===== src/rtl/rwd_pkg.sv =====
package rwd_pkg;
  localparam int RULE_COUNT = 4;
  localparam int SEL_W = $clog2(RULE_COUNT);

  typedef struct packed {
    logic             loadStage;
    logic             writeWeight;
    logic [SEL_W-1:0] ruleSel;
  } seqStrobe_t;

  typedef enum logic [1:0] {
    MATCH_NONE  = 2'd0,
    MATCH_FULL  = 2'd1,
    MATCH_CROSS = 2'd2
  } matchKind_e;
endpackage


===== src/rtl/rwd_match_unit.sv =====
module rwd_match_unit
  import rwd_pkg::*;
#(
  parameter int PTW = 6,
  parameter int GW  = 4
) (
  input  logic             clk,
  input  logic             rstN,
  input  logic             load,
  input  logic [4*PTW-1:0] ant,
  input  logic [4*PTW-1:0] inp,
  output logic [GW-1:0]    degree
);
  localparam int PW = PTW + GW;
  localparam logic [GW-1:0] GMAX = '1;

  logic [PTW-1:0] a1, a2, a3, a4, x1, x2, x3, x4;
  assign {a4, a3, a2, a1} = ant;
  assign {x4, x3, x2, x1} = inp;

  matchKind_e   kindNext, kindQ;
  logic [PTW-1:0] nearNext, nearQ;
  logic [PTW:0]   spanNext, spanQ;

  // first half: classify the overlap and form the crossing terms
  always_comb begin
    kindNext = MATCH_FULL;
    nearNext = '0;
    spanNext = '0;
    if (a4 <= x1 || x4 <= a1) begin
      kindNext = MATCH_NONE;
    end else if (a3 < x2) begin
      kindNext = MATCH_CROSS;
      nearNext = a4 - x1;
      spanNext = {1'b0, x2 - a3} + {1'b0, a4 - x1};
    end else if (x3 < a2) begin
      kindNext = MATCH_CROSS;
      nearNext = x4 - a1;
      spanNext = {1'b0, a2 - x3} + {1'b0, x4 - a1};
    end
  end

  always_ff @(posedge clk or negedge rstN) begin
    if (!rstN) begin
      kindQ <= MATCH_NONE;
      nearQ <= '0;
      spanQ <= '0;
    end else if (load) begin
      kindQ <= kindNext;
      nearQ <= nearNext;
      spanQ <= spanNext;
    end
  end

  // second half: scale and divide to obtain the crossing grade
  logic [PW-1:0] scaled, spanExt;
  assign scaled  = PW'(nearQ) * PW'(GMAX);
  assign spanExt = PW'(spanQ);

  always_comb begin
    unique case (kindQ)
      MATCH_FULL:  degree = GMAX;
      MATCH_CROSS: degree = (spanQ == '0) ? '0 : GW'(scaled / spanExt);
      default:     degree = '0;
    endcase
  end
endmodule


===== src/rtl/rwd_datapath.sv =====
module rwd_datapath
  import rwd_pkg::*;
#(
  parameter int PTW = 6,
  parameter int GW  = 4
) (
  input  logic                        clk,
  input  logic                        rstN,
  input  seqStrobe_t                  strobe,
  input  logic [4*PTW-1:0]            xIn,
  input  logic [4*PTW-1:0]            yIn,
  input  logic [RULE_COUNT*4*PTW-1:0] antX,
  input  logic [RULE_COUNT*4*PTW-1:0] antY,
  output logic [RULE_COUNT*GW-1:0]    weights
);
  localparam int TW = 4 * PTW;
  localparam int AXES = 2;

  logic [TW-1:0] selAnt [AXES];
  logic [TW-1:0] axisIn [AXES];
  logic [GW-1:0] deg    [AXES];
  logic [GW-1:0] wNew;

  assign selAnt[0] = antX[strobe.ruleSel*TW +: TW];
  assign selAnt[1] = antY[strobe.ruleSel*TW +: TW];
  assign axisIn[0] = xIn;
  assign axisIn[1] = yIn;

  for (genvar g = 0; g < AXES; g++) begin : g_axis
    rwd_match_unit #(.PTW(PTW), .GW(GW)) match_i (
      .clk    (clk),
      .rstN   (rstN),
      .load   (strobe.loadStage),
      .ant    (selAnt[g]),
      .inp    (axisIn[g]),
      .degree (deg[g])
    );
  end

  assign wNew = (deg[0] < deg[1]) ? deg[0] : deg[1];

  for (genvar k = 0; k < RULE_COUNT; k++) begin : g_slot
    logic [GW-1:0] slotQ;
    always_ff @(posedge clk or negedge rstN) begin
      if (!rstN) begin
        slotQ <= '0;
      end else if (strobe.writeWeight && strobe.ruleSel == SEL_W'(k)) begin
        slotQ <= wNew;
      end
    end
    assign weights[k*GW +: GW] = slotQ;
  end
endmodule


===== src/rtl/rwd_ctrl.sv =====
module rwd_ctrl
  import rwd_pkg::*;
(
  input  logic       clk,
  input  logic       rstN,
  input  logic       start,
  output seqStrobe_t strobe,
  output logic       busy,
  output logic       done
);
  localparam int STEPS = 2 * RULE_COUNT;
  localparam int CW = $clog2(STEPS);
  localparam logic [CW-1:0] LAST = CW'(STEPS - 1);

  logic [CW-1:0] stepQ;

  always_ff @(posedge clk or negedge rstN) begin
    if (!rstN) begin
      busy  <= 1'b0;
      stepQ <= '0;
      done  <= 1'b0;
    end else begin
      done <= 1'b0;
      if (!busy) begin
        if (start) begin
          busy  <= 1'b1;
          stepQ <= '0;
        end
      end else if (stepQ == LAST) begin
        busy  <= 1'b0;
        stepQ <= '0;
        done  <= 1'b1;
      end else begin
        stepQ <= stepQ + 1'b1;
      end
    end
  end

  assign strobe.loadStage   = busy & ~stepQ[0];
  assign strobe.writeWeight = busy & stepQ[0];
  assign strobe.ruleSel     = stepQ[CW-1:1];
endmodule


===== src/rtl/rule_weight_decoder.sv =====
module rule_weight_decoder
  import rwd_pkg::*;
#(
  parameter int PTW = 6,
  parameter int GW  = 4
) (
  input  logic                        clk,
  input  logic                        rstN,
  input  logic                        start,
  input  logic [4*PTW-1:0]            xIn,
  input  logic [4*PTW-1:0]            yIn,
  input  logic [RULE_COUNT*4*PTW-1:0] antX,
  input  logic [RULE_COUNT*4*PTW-1:0] antY,
  output logic [RULE_COUNT*GW-1:0]    weights,
  output logic                        done
);
  seqStrobe_t seqStrobe;
  logic       busy;

  rwd_ctrl ctrl_i (
    .clk    (clk),
    .rstN   (rstN),
    .start  (start),
    .strobe (seqStrobe),
    .busy   (busy),
    .done   (done)
  );

  rwd_datapath #(.PTW(PTW), .GW(GW)) dp_i (
    .clk     (clk),
    .rstN    (rstN),
    .strobe  (seqStrobe),
    .xIn     (xIn),
    .yIn     (yIn),
    .antX    (antX),
    .antY    (antY),
    .weights (weights)
  );
endmodule


===== config.mk =====
export PLATFORM = sky130hd
export DESIGN_NAME = rule_weight_decoder
export DESIGN_NICKNAME = d
export VERILOG_FILES = /design/src/rtl/rwd_pkg.sv /design/src/rtl/rwd_match_unit.sv /design/src/rtl/rwd_datapath.sv /design/src/rtl/rwd_ctrl.sv /design/src/rtl/rule_weight_decoder.sv
export SDC_FILE = /design/constraint.sdc
export NUM_CORES = 1
export LEC_CHECK = 0
export ABC_AREA = 1
export BUFFER_PORTS_ARGS = -buffer_cell sky130_fd_sc_hd__buf_4
export CAP_MARGIN = 20
export CORE_UTILIZATION = 45
export CTS_BUF_LIST = sky130_fd_sc_hd__clkbuf_2
export DETAILED_ROUTE_END_ITERATION = 6
export PLACE_DENSITY = 0.7
export REMOVE_ABC_BUFFERS = 1
export SLEW_MARGIN = 20
export SYNTH_ARGS = -nofsm -noshare
export SYNTH_HDL_FRONTEND = slang
export SYNTH_HIERARCHICAL = 1
export SYNTH_SLANG_ARGS = --single-unit

===== constraint.sdc =====
create_clock -name clk -period 13.7 [get_ports clk]
set_input_delay 2.055 -clock clk [delete_from_list [all_inputs] [get_ports clk]]
set_output_delay 2.055 -clock clk [all_outputs]
set_load 0.005 [all_outputs]

# After elaboration in Yosys (flattened, before gate mapping)
# Index checks and enable logic that the tools add are counted.
[classes]
reduce_logical = 10
n_addsub = 13
n_eq_ne = 8
n_div = 2
n_mul = 3
shifts = 2
bitwise_logic = 3
muxes = 31
order_cmp = 9
[ops]
columns = ["cell", "n"]
rows = [
  ["$shiftx A96 B8 Y24", 2],
  ["$sub A6 B6 Y6", 8],
  ["$mux W7", 6],
  ["$mux W6", 6],
  ["$add A6 B6 Y7", 4],
  ["$le A6 B6 Y1", 4],
  ["$lt A6 B6 Y1", 4],
  ["$div A10 B7 Y10", 2],
  ["$mul A6 B4 Y10 const B", 2],
  ["$pmux W4 S2", 2],
  ["$logic_not A7 Y1", 2],
  ["$mux W2", 6],
  ["$mux W4", 3],
  ["$mux W3", 3],
  ["$eq A2 B2 Y1 const B", 4],
  ["$eq A2 B1 Y1 const B", 3],
  ["$mux W1", 5],
  ["$logic_and A1 B1 Y1", 4],
  ["$lt A4 B4 Y1", 1],
  ["$mul A2 B2 Y4 const B", 1],
  ["$add A3 B1 Y3 const B", 1],
  ["$eq A3 B3 Y1 const B", 1],
  ["$and A1 B1 Y1", 2],
  ["$logic_not A2 Y1", 1],
  ["other kinds (3)", 4],
]
[word_totals]
inputBits = 243
regBits = 51

# Depth between registers and ports, before layout
# Gate-level depths: netlist of run 1.
[logic_depth]
depth_word = 7
depth_mapped = 128

# Cells and area by module
# Netlist of run 1, hierarchy kept.
[modules_own_cells]
columns = ["mod", "area_each_um2", "n_inst", "seq_area_each_um2", "cells_each"]
rows = [
  ["rwd_match_unit at dp_i.g_axis[1].match_i", 5152.4, 1, 375.4, 736],
  ["rwd_match_unit at dp_i.g_axis[0].match_i", 5013.6, 1, 375.4, 723],
  ["rwd_datapath", 1819.2, 1, 400.4, 280],
  ["rwd_ctrl", 235.2, 1, 125.1, 27],
]

# Worst setup path after synthesis of run 1
# No wires, ideal clock.
[synth_path]
path_type = "reg-to-reg"
from = "register dp_i.g_axis[0].match_i.nearQ[3]"
to = "register dp_i.g_slot[0].slotQ[0]"
arrival_time_ps = 14333
required_ps = 13582
slack_ps = -751
path_stages_with_launch = 123
cell_sequence = "dfrtp_1 > inv_1 > fa_1 > fa_1 > inv_1 > ha_1 > or2_1 > nand3_1 > nand2_1 > nand2_1 > nand2_1 > ha_1 > or2_2 > nand3_1 > nand3_2 > nand2_1 > inv_1 > ha_1 > [87 not listed] > ha_1 > a21boi_0 > nor2_1 > o221ai_1 > a21oi_1 > nand2_1 > nor2_1 > nand2_1 > nand2_1 > a21oi_2 > inv_1 > nand2_1 > nand2_1 > nand2_1 > nand2_1 > nand3_1 > nand3_1 > nand2_1"
[synth_rtl]
columns = ["element", "line", "source"]
rows = [
  ["start, declared", "rwd_match_unit.sv:22", "logic [PTW-1:0] nearNext, nearQ;"],
  ["start signal, assigned", "rwd_match_unit.sv:50", "nearQ <= nearNext;"],
  ["end signal, assigned", "rwd_datapath.sv:48", "slotQ <= wNew;"],
  ["end, declared", "rwd_datapath.sv:43", "logic [GW-1:0] slotQ;"],
]

==> results of run 1 <==
per-layer routing:
| metal | vias to the layer above | GRT usage (%) | share of wire [%] |
|---|---|---|---|
| met5 | - | 0 | 0 |
| met4 | 0 | 11.4 | 4.7 |
| met3 | 140 | 2.97 | 5.6 |
| met2 | 558 | 49.9 | 50 |
| met1 | 6815 | 32.7 | 40 |
| li1 | 7125 | - | - |
worst max-delay path, delay by kind of cell, from the launching register on:
| kind | cells | cell delay [ns] |
|---|---|---|
| buffers and inverters | 23 | 2.24 |
| DFF | 1 | 0.44 |
| xor gates and xnor gates | 1 | 0.20 |
| AOI/OAI and AO/OA | 22 | 3.01 |
| adders and majority gates | 13 | 3.88 |
| and+or+nand+nor | 63 | 5.47 |
cell families (layout without fill, tap and decap cells):
logic type                 count (synthesis)  after routing
and+or+nand+nor                          708            709
buffers and inverters                    353            980
AOI/OAI and AO/OA                        335            335
adders and majority gates                239            239
xor gates and xnor gates                  80             80
DFF                                       51             51
other                                      0              3
worst min path at each step:
stage	startpoint	endpoint	slack, ns	cells after the start
after global placement	dp_i/g_slot[2].slotQ[2]	dp_i/g_slot[2].slotQ[2]	0.48	2
final	dp_i/g_slot[3].slotQ[3]	dp_i/g_slot[3].slotQ[3]	0.54	2
after detailed placement	dp_i/g_slot[2].slotQ[2]	dp_i/g_slot[2].slotQ[2]	0.49	2
after floorplan	dp_i/g_slot[3].slotQ[0]	dp_i/g_slot[3].slotQ[0]	0.47	2
after CTS	dp_i/g_slot[3].slotQ[3]	dp_i/g_slot[3].slotQ[3]	0.54	2
after global routing	dp_i/g_slot[3].slotQ[3]	dp_i/g_slot[3].slotQ[3]	0.56	2
sequential cells by signal, summed over array words and instances, names as in the netlist:
signal,count
ctrl_i/busy,1
ctrl_i/done,1
ctrl_i/stepQ,3
dp_i/g_axis.match_i/kindQ,4
dp_i/g_axis.match_i/nearQ,12
dp_i/g_axis.match_i/spanQ,14
dp_i/g_slot.slotQ,16
through the flow:
step	utilization [%]	setup TNS, ns	cell area [µm²]
final	69.3	-19.63	18300
after global routing	69.3	-30.21	18300
after CTS	66.3	-9.51	17500
after detailed placement	62.5	-17.54	16500
after global placement	62.5	-12.83	16500
after floorplan	-	-10.12	12000
Yosys cell counts (24+ instances only):
| library cell | n |
|---|---|
| dfrtp_1 | 51 |
| a22oi_1 | 83 |
| xnor2_1 | 37 |
| nand2_1 | 357 |
| nand2_2 | 37 |
| xor2_1 | 43 |
| a21oi_1 | 87 |
| nand3_2 | 24 |
| o21ai_0 | 53 |
| fa_1 | 30 |
| inv_1 | 301 |
| ha_1 | 209 |
| nor2_1 | 92 |
| nand3_1 | 98 |
area by class of cell:
class,instances,area share [%]
antenna,3,0.0411
tap,335,2.30
sequential,51,6.99
clock buffer,5,0.137
timing repair buffer,652,26.9
multi-input combinational,1363,56.8
inverter,319,6.63
timing repair inverter,1,0.0274
clock inverter,3,0.103
repair_timing:
| item | 4_1_cts | 5_1_grt |
|---|---|---|
| buffers inserted | 87 | 28 |
| resized for setup | 78 | 113 |
| endpoints found under the setup margin | 12 | 16 |
| cloned | 2 | 0 |
| pin swaps | 73 | 128 |
==> reports/results.txt, run 1 <==
CP dominant cell by count: nand2_2
Core area: 26400 µm²
Post-synth top area cell: ha_1
CP Launch Type: flop
Post-route ant nets: 0
Clock root buffer: clkbuf_2
Hold slack: 0.539 ns
Critical Path Sink: dp_i/g_slot[1].slotQ[2]
Largest net degree at the start of global routing: 52
Max Clk Rate: 65.1 MHz
Worst Setup SP: dp_i/g_axis[0].match_i/nearQ[2]
Endpoints failing setup: 12
Count of flip-flops with a built-in enable after synthesis: 0
Fraction of layout cells with a size suffix above 1: 40.1%
Hpwl dp: 30500 µm
Final Instance Count excl. Fillers: 2732
Critical path class: flop to flop
Worst skew pair latency: 0.47 ns
RSZ-0062 raised after global routing: true
Via/cell ratio: 5.36
Worst R2R Setup Slack: -1.66 ns
Max cap viols: 0
Antenna violations before repair: 3
Synth Cell Area: 12200 µm²
Most frequent cells in the layout: 646 x buf_4, 312 x nand2_1, 290 x inv_1, 187 x ha_1, 84 x nand3_1
Seq cells post-synth: 51
Area Growth Syn to Fin: 49.4%
Io pins: 260
Synthesis warning total: 6
Via count: 14600
Remaining Overflow, GRT: 0
Avg WL per Cell: 15.8 µm
Hold Path Class: flop to flop
DP Cell Count: 2605
Die H: 167 µm
Max Slew Vio Count: 0
Std cell rows: 59
Worst setup EP type: flop
Hold Fails Final Rpt: 0
Fin nets: 2875
Count of input and output buffers: 259
Post-Syn Area per Cell: 6.92 µm²
Failing checks: setup timing
Commonest non-fill, non-tap cell in the layout: buf_4
CTS tree: done
GP Congestion: 0.939
Sequential-to-total area share from yosys stat: 10.4%
Slew @ Worst Pin: 0.902 ns
FFs w/ async S/R, synth: 100%
WL final: 43200 µm
Compound-Gate Fraction of Synth Area: 18.4%
Final period utilization: 112%
Reg2reg end: dp_i/g_slot[1].slotQ[2]
Top-area cell type share of the netlist area: 21.4%
Multiplexer area fraction after synthesis: 0%
Register area: 1280 µm²
Largest family of logic cells by synthesized area: simple AND/OR/NAND/NOR gates
Clk_skew: 0.0175 ns
Starting Density: 46.4%
TritonCTS Sinks: 51
Status: finished, violations left
Fin crit period: 15.36 ns
Drt first pass iters: 5
Main synth FF type: dfrtp_1
Crit path largest cell delay: 0.54 ns
Total CTS buffers: 5
Gate count after technology mapping: 1766
Slowest cell on crit path: fa_1
Reg-to-Reg Start: dp_i/g_axis[0].match_i/nearQ[2]
Post-Synth Adder-Cell Area: 26.3%
Vias in the first global route: 14000
DRC viols: 0
FF-to-FF path depth: 122
Xor/xnor cell area share of the yosys netlist: 5.73%
FILL cells: 2011
CTS clk-pin slew, worst paths: 0.29 ns
Hold Buf Count CTS: 0
Dpl ws: -1.48 ns
Die area: 27800 µm²
Die width: 167 µm
Yosys cell types: 61
Post-synthesis simple-gate area fraction: 27.5%
H-tree levels: 2
Iter 0 DRT Violations: 985
Clock buffer depth: 2
GRT Resource Usage Total: 27.4%
Setup ws final: -1.66 ns
Critical path required time: 14.10 ns
Multi-input logic area: 10400 µm²
Largest cells by area after synthesis: ha_1 21%, nand2_1 11%, dfrtp_1 10%
Slew HR: 39.1%
First-pass GRT wire length: 63600 µm
Worst path arrival time: 15.76 ns
Max FO, Critical Path: 5
Power of run 1 is not shown: default switching activity piles up to over one toggle a cycle in this logic, so the estimate is an artifact.
==> run 2: changes to the inputs <==
ABC_AREA = not set   (was 1)
SKIP_LAST_GASP = 1   (was not set)
==> run 2 against run 1 <==
Compared with the run above:
- via count down 8.3%
- count of clock-buffer cells in the layout unchanged
- design area up 5.2%
- the run still ends with setup timing left
- core utilization up 1.8 points
- fmax down 6.7%
- die area up 1.8%
==> reports/results.txt, run 2 <==
GRT Resource Usage Total: 29.1%
Seq cells post-synth: 51
Multiplexer area fraction after synthesis: 14.0%
Std cell rows: 60
RSZ-0062 raised after global routing: true
Sequential-to-total area share from yosys stat: 10.3%
Avg WL per Cell: 18.1 µm
Drt first pass iters: 6
Post-route ant nets: 0
Critical path class: flop to flop
Commonest non-fill, non-tap cell in the layout: buf_4
Largest net degree at the start of global routing: 52
Die width: 168 µm
Post-Syn Area per Cell: 8.97 µm²
Failing checks: setup timing
Worst setup EP type: flop
Slew HR: 44.7%
Fin crit period: 16.46 ns
Hold Path Class: flop to flop
Hold Fails Final Rpt: 0
DRC viols: 0
First-pass GRT wire length: 66500 µm
TritonCTS Sinks: 51
Compound-Gate Fraction of Synth Area: 24.5%
Crit path largest cell delay: 0.53 ns
Worst path arrival time: 16.88 ns
Clk_skew: 0.0448 ns
Synth Cell Area: 12400 µm²
Top-area cell type share of the netlist area: 21.0%
Slew @ Worst Pin: 0.828 ns
H-tree levels: 2
Synthesis warning total: 6
CP dominant cell by count: ha_4
WL final: 43400 µm
Critical path required time: 14.13 ns
Vias in the first global route: 13800
Xor/xnor cell area share of the yosys netlist: 6.19%
Starting Density: 46.0%
Clock buffer depth: 2
Count of input and output buffers: 259
Max FO, Critical Path: 6
Gate count after technology mapping: 1387
Via count: 13400
Final period utilization: 120%
Via/cell ratio: 5.60
Post-synth top area cell: ha_1
Most frequent cells in the layout: 667 x buf_4, 171 x ha_1, 152 x inv_1, 93 x a21oi_1, 90 x nor2_1
Count of flip-flops with a built-in enable after synthesis: 0
CTS clk-pin slew, worst paths: 0.29 ns
Largest family of logic cells by synthesized area: adder cells
Area Growth Syn to Fin: 54.3%
Io pins: 260
Max Clk Rate: 60.8 MHz
Die H: 168 µm
CP Launch Type: flop
Largest register FFs: 16
FFs w/ async S/R, synth: 100%
Largest cells by area after synthesis: ha_1 21%, dfrtp_1 10%, mux4_2 8.7%
Hold slack: 0.579 ns
Max Slew Vio Count: 0
Top post-synthesis cells by count: 209 x ha_1, 164 x inv_1, 115 x a21oi_1
Post-synthesis simple-gate area fraction: 12.8%
Antenna violations before repair: 1
Clock root buffer: clkbuf_2
Max cap viols: 0
Main synth FF type: dfrtp_1
Count leader, synth: ha_1
Die area: 28300 µm²
Core area: 27000 µm²
Status: finished, violations left
Worst skew pair latency: 0.52 ns
Fraction of layout cells with a size suffix above 1: 48.4%
Total CTS buffers: 5
Hpwl dp: 33800 µm
Endpoints failing setup: 12
Remaining Overflow, GRT: 0
GP Congestion: 0.958
Setup ws final: -2.76 ns
CTS tree: done
Fin nets: 2535
Iter 0 DRT Violations: 716
Largest register by flop count: dp_i/g_slot.slotQ
Slowest cell on crit path: fa_1
Largest registers in the final layout: dp_i/g_slot.slotQ x16, dp_i/g_axis.match_i/spanQ x14, dp_i/g_axis.match_i/nearQ x12
Dpl ws: -3.69 ns
Yosys cell types: 111
Post-Synth Adder-Cell Area: 25.8%
==> run 2: cell types whose count changed after synthesis, sizes merged, moves of 40 or more <==
cell / previous run / this run
a21o: 10 / 50
nand2: 396 / 54
nand3: 126 / 10
inv: 316 / 164
mux4: 0 / 48
a22oi: 83 / 2
==> run 2: repair_timing <==
action	4_1_cts	5_1_grt
gates cloned	0	0
setup endpoints to repair	15	16
hold buffers	0	0
resized for setup	101	132
pin swaps	82	109
buffers inserted	49	41
==> run 2: layout make-up <==
cell class,count,area [µm²]
Antenna cell,1,2.50
Clock buffer,5,25.0
Clock inverter,3,43.8
Fill cell,1954,7820
Inverter,164,616
Multi-Input combinational cell,1147,11600
Sequential cell,51,1280
Tap cell,341,427
Timing Repair Buffer,684,5220
==> run 2: worst max-delay path, delay by kind of cell (launching register included) <==
family / cells / cell delay (ns)
compound gates: 38 / 7.43
fa+ha+maj: 13 / 3.52
simple gates: 17 / 2.86
mux: 5 / 1.42
buf+inv: 6 / 0.65
flops: 1 / 0.45
==> run 2: path summary, 6_finish.rpt <==
check                                                start                         endpoint  slack, ns  depth (start not counted)
min reg2reg                        dp_i/g_slot[0].slotQ[2]          dp_i/g_slot[0].slotQ[2]       0.58                          2
min                                dp_i/g_slot[0].slotQ[2]          dp_i/g_slot[0].slotQ[2]       0.58                          2
min in group asynchronous                             rstN  dp_i/g_axis[1].match_i/spanQ[1]       1.52                          1
max in group asynchronous                             rstN                  ctrl_i/stepQ[1]      11.62                          1
max                        dp_i/g_axis[1].match_i/nearQ[3]          dp_i/g_slot[2].slotQ[2]      -2.76                         79
max reg2reg                dp_i/g_axis[1].match_i/nearQ[3]          dp_i/g_slot[2].slotQ[2]      -2.76                         79
==> run 2: stage by stage <==
stage                     cells  util (%)  setup TNS (ns)  area [µm²]
after CTS                  2360      67.3          -30.09       18200
after global routing       2396      71.1          -40.55       19200
after detailed placement   2303      63.7          -42.72       17200
final                      2396      71.1          -31.64       19200
after floorplan            1362         -          -33.05       12300
after global placement     2303      63.7          -40.27       17200
==> run 2: cells by family after synthesis <==
family | Yosys count
adders and majority gates | 239
AOI/OAI and AO/OA | 415
DFF | 51
and+or+nand+nor | 300
muxes | 105
buffers and inverters | 189
xor gates and xnor gates | 88
==> run 2: layer usage <==
layer	GRT usage, %	wire length (µm)	vias up
li1	-	-	6467
met3	2.77	1730	97
met4	11.9	1790	0
met2	55.5	22700	398
met1	32.8	17200	6457
met5	0	0	-
Power of run 2 is left out for the same reason.
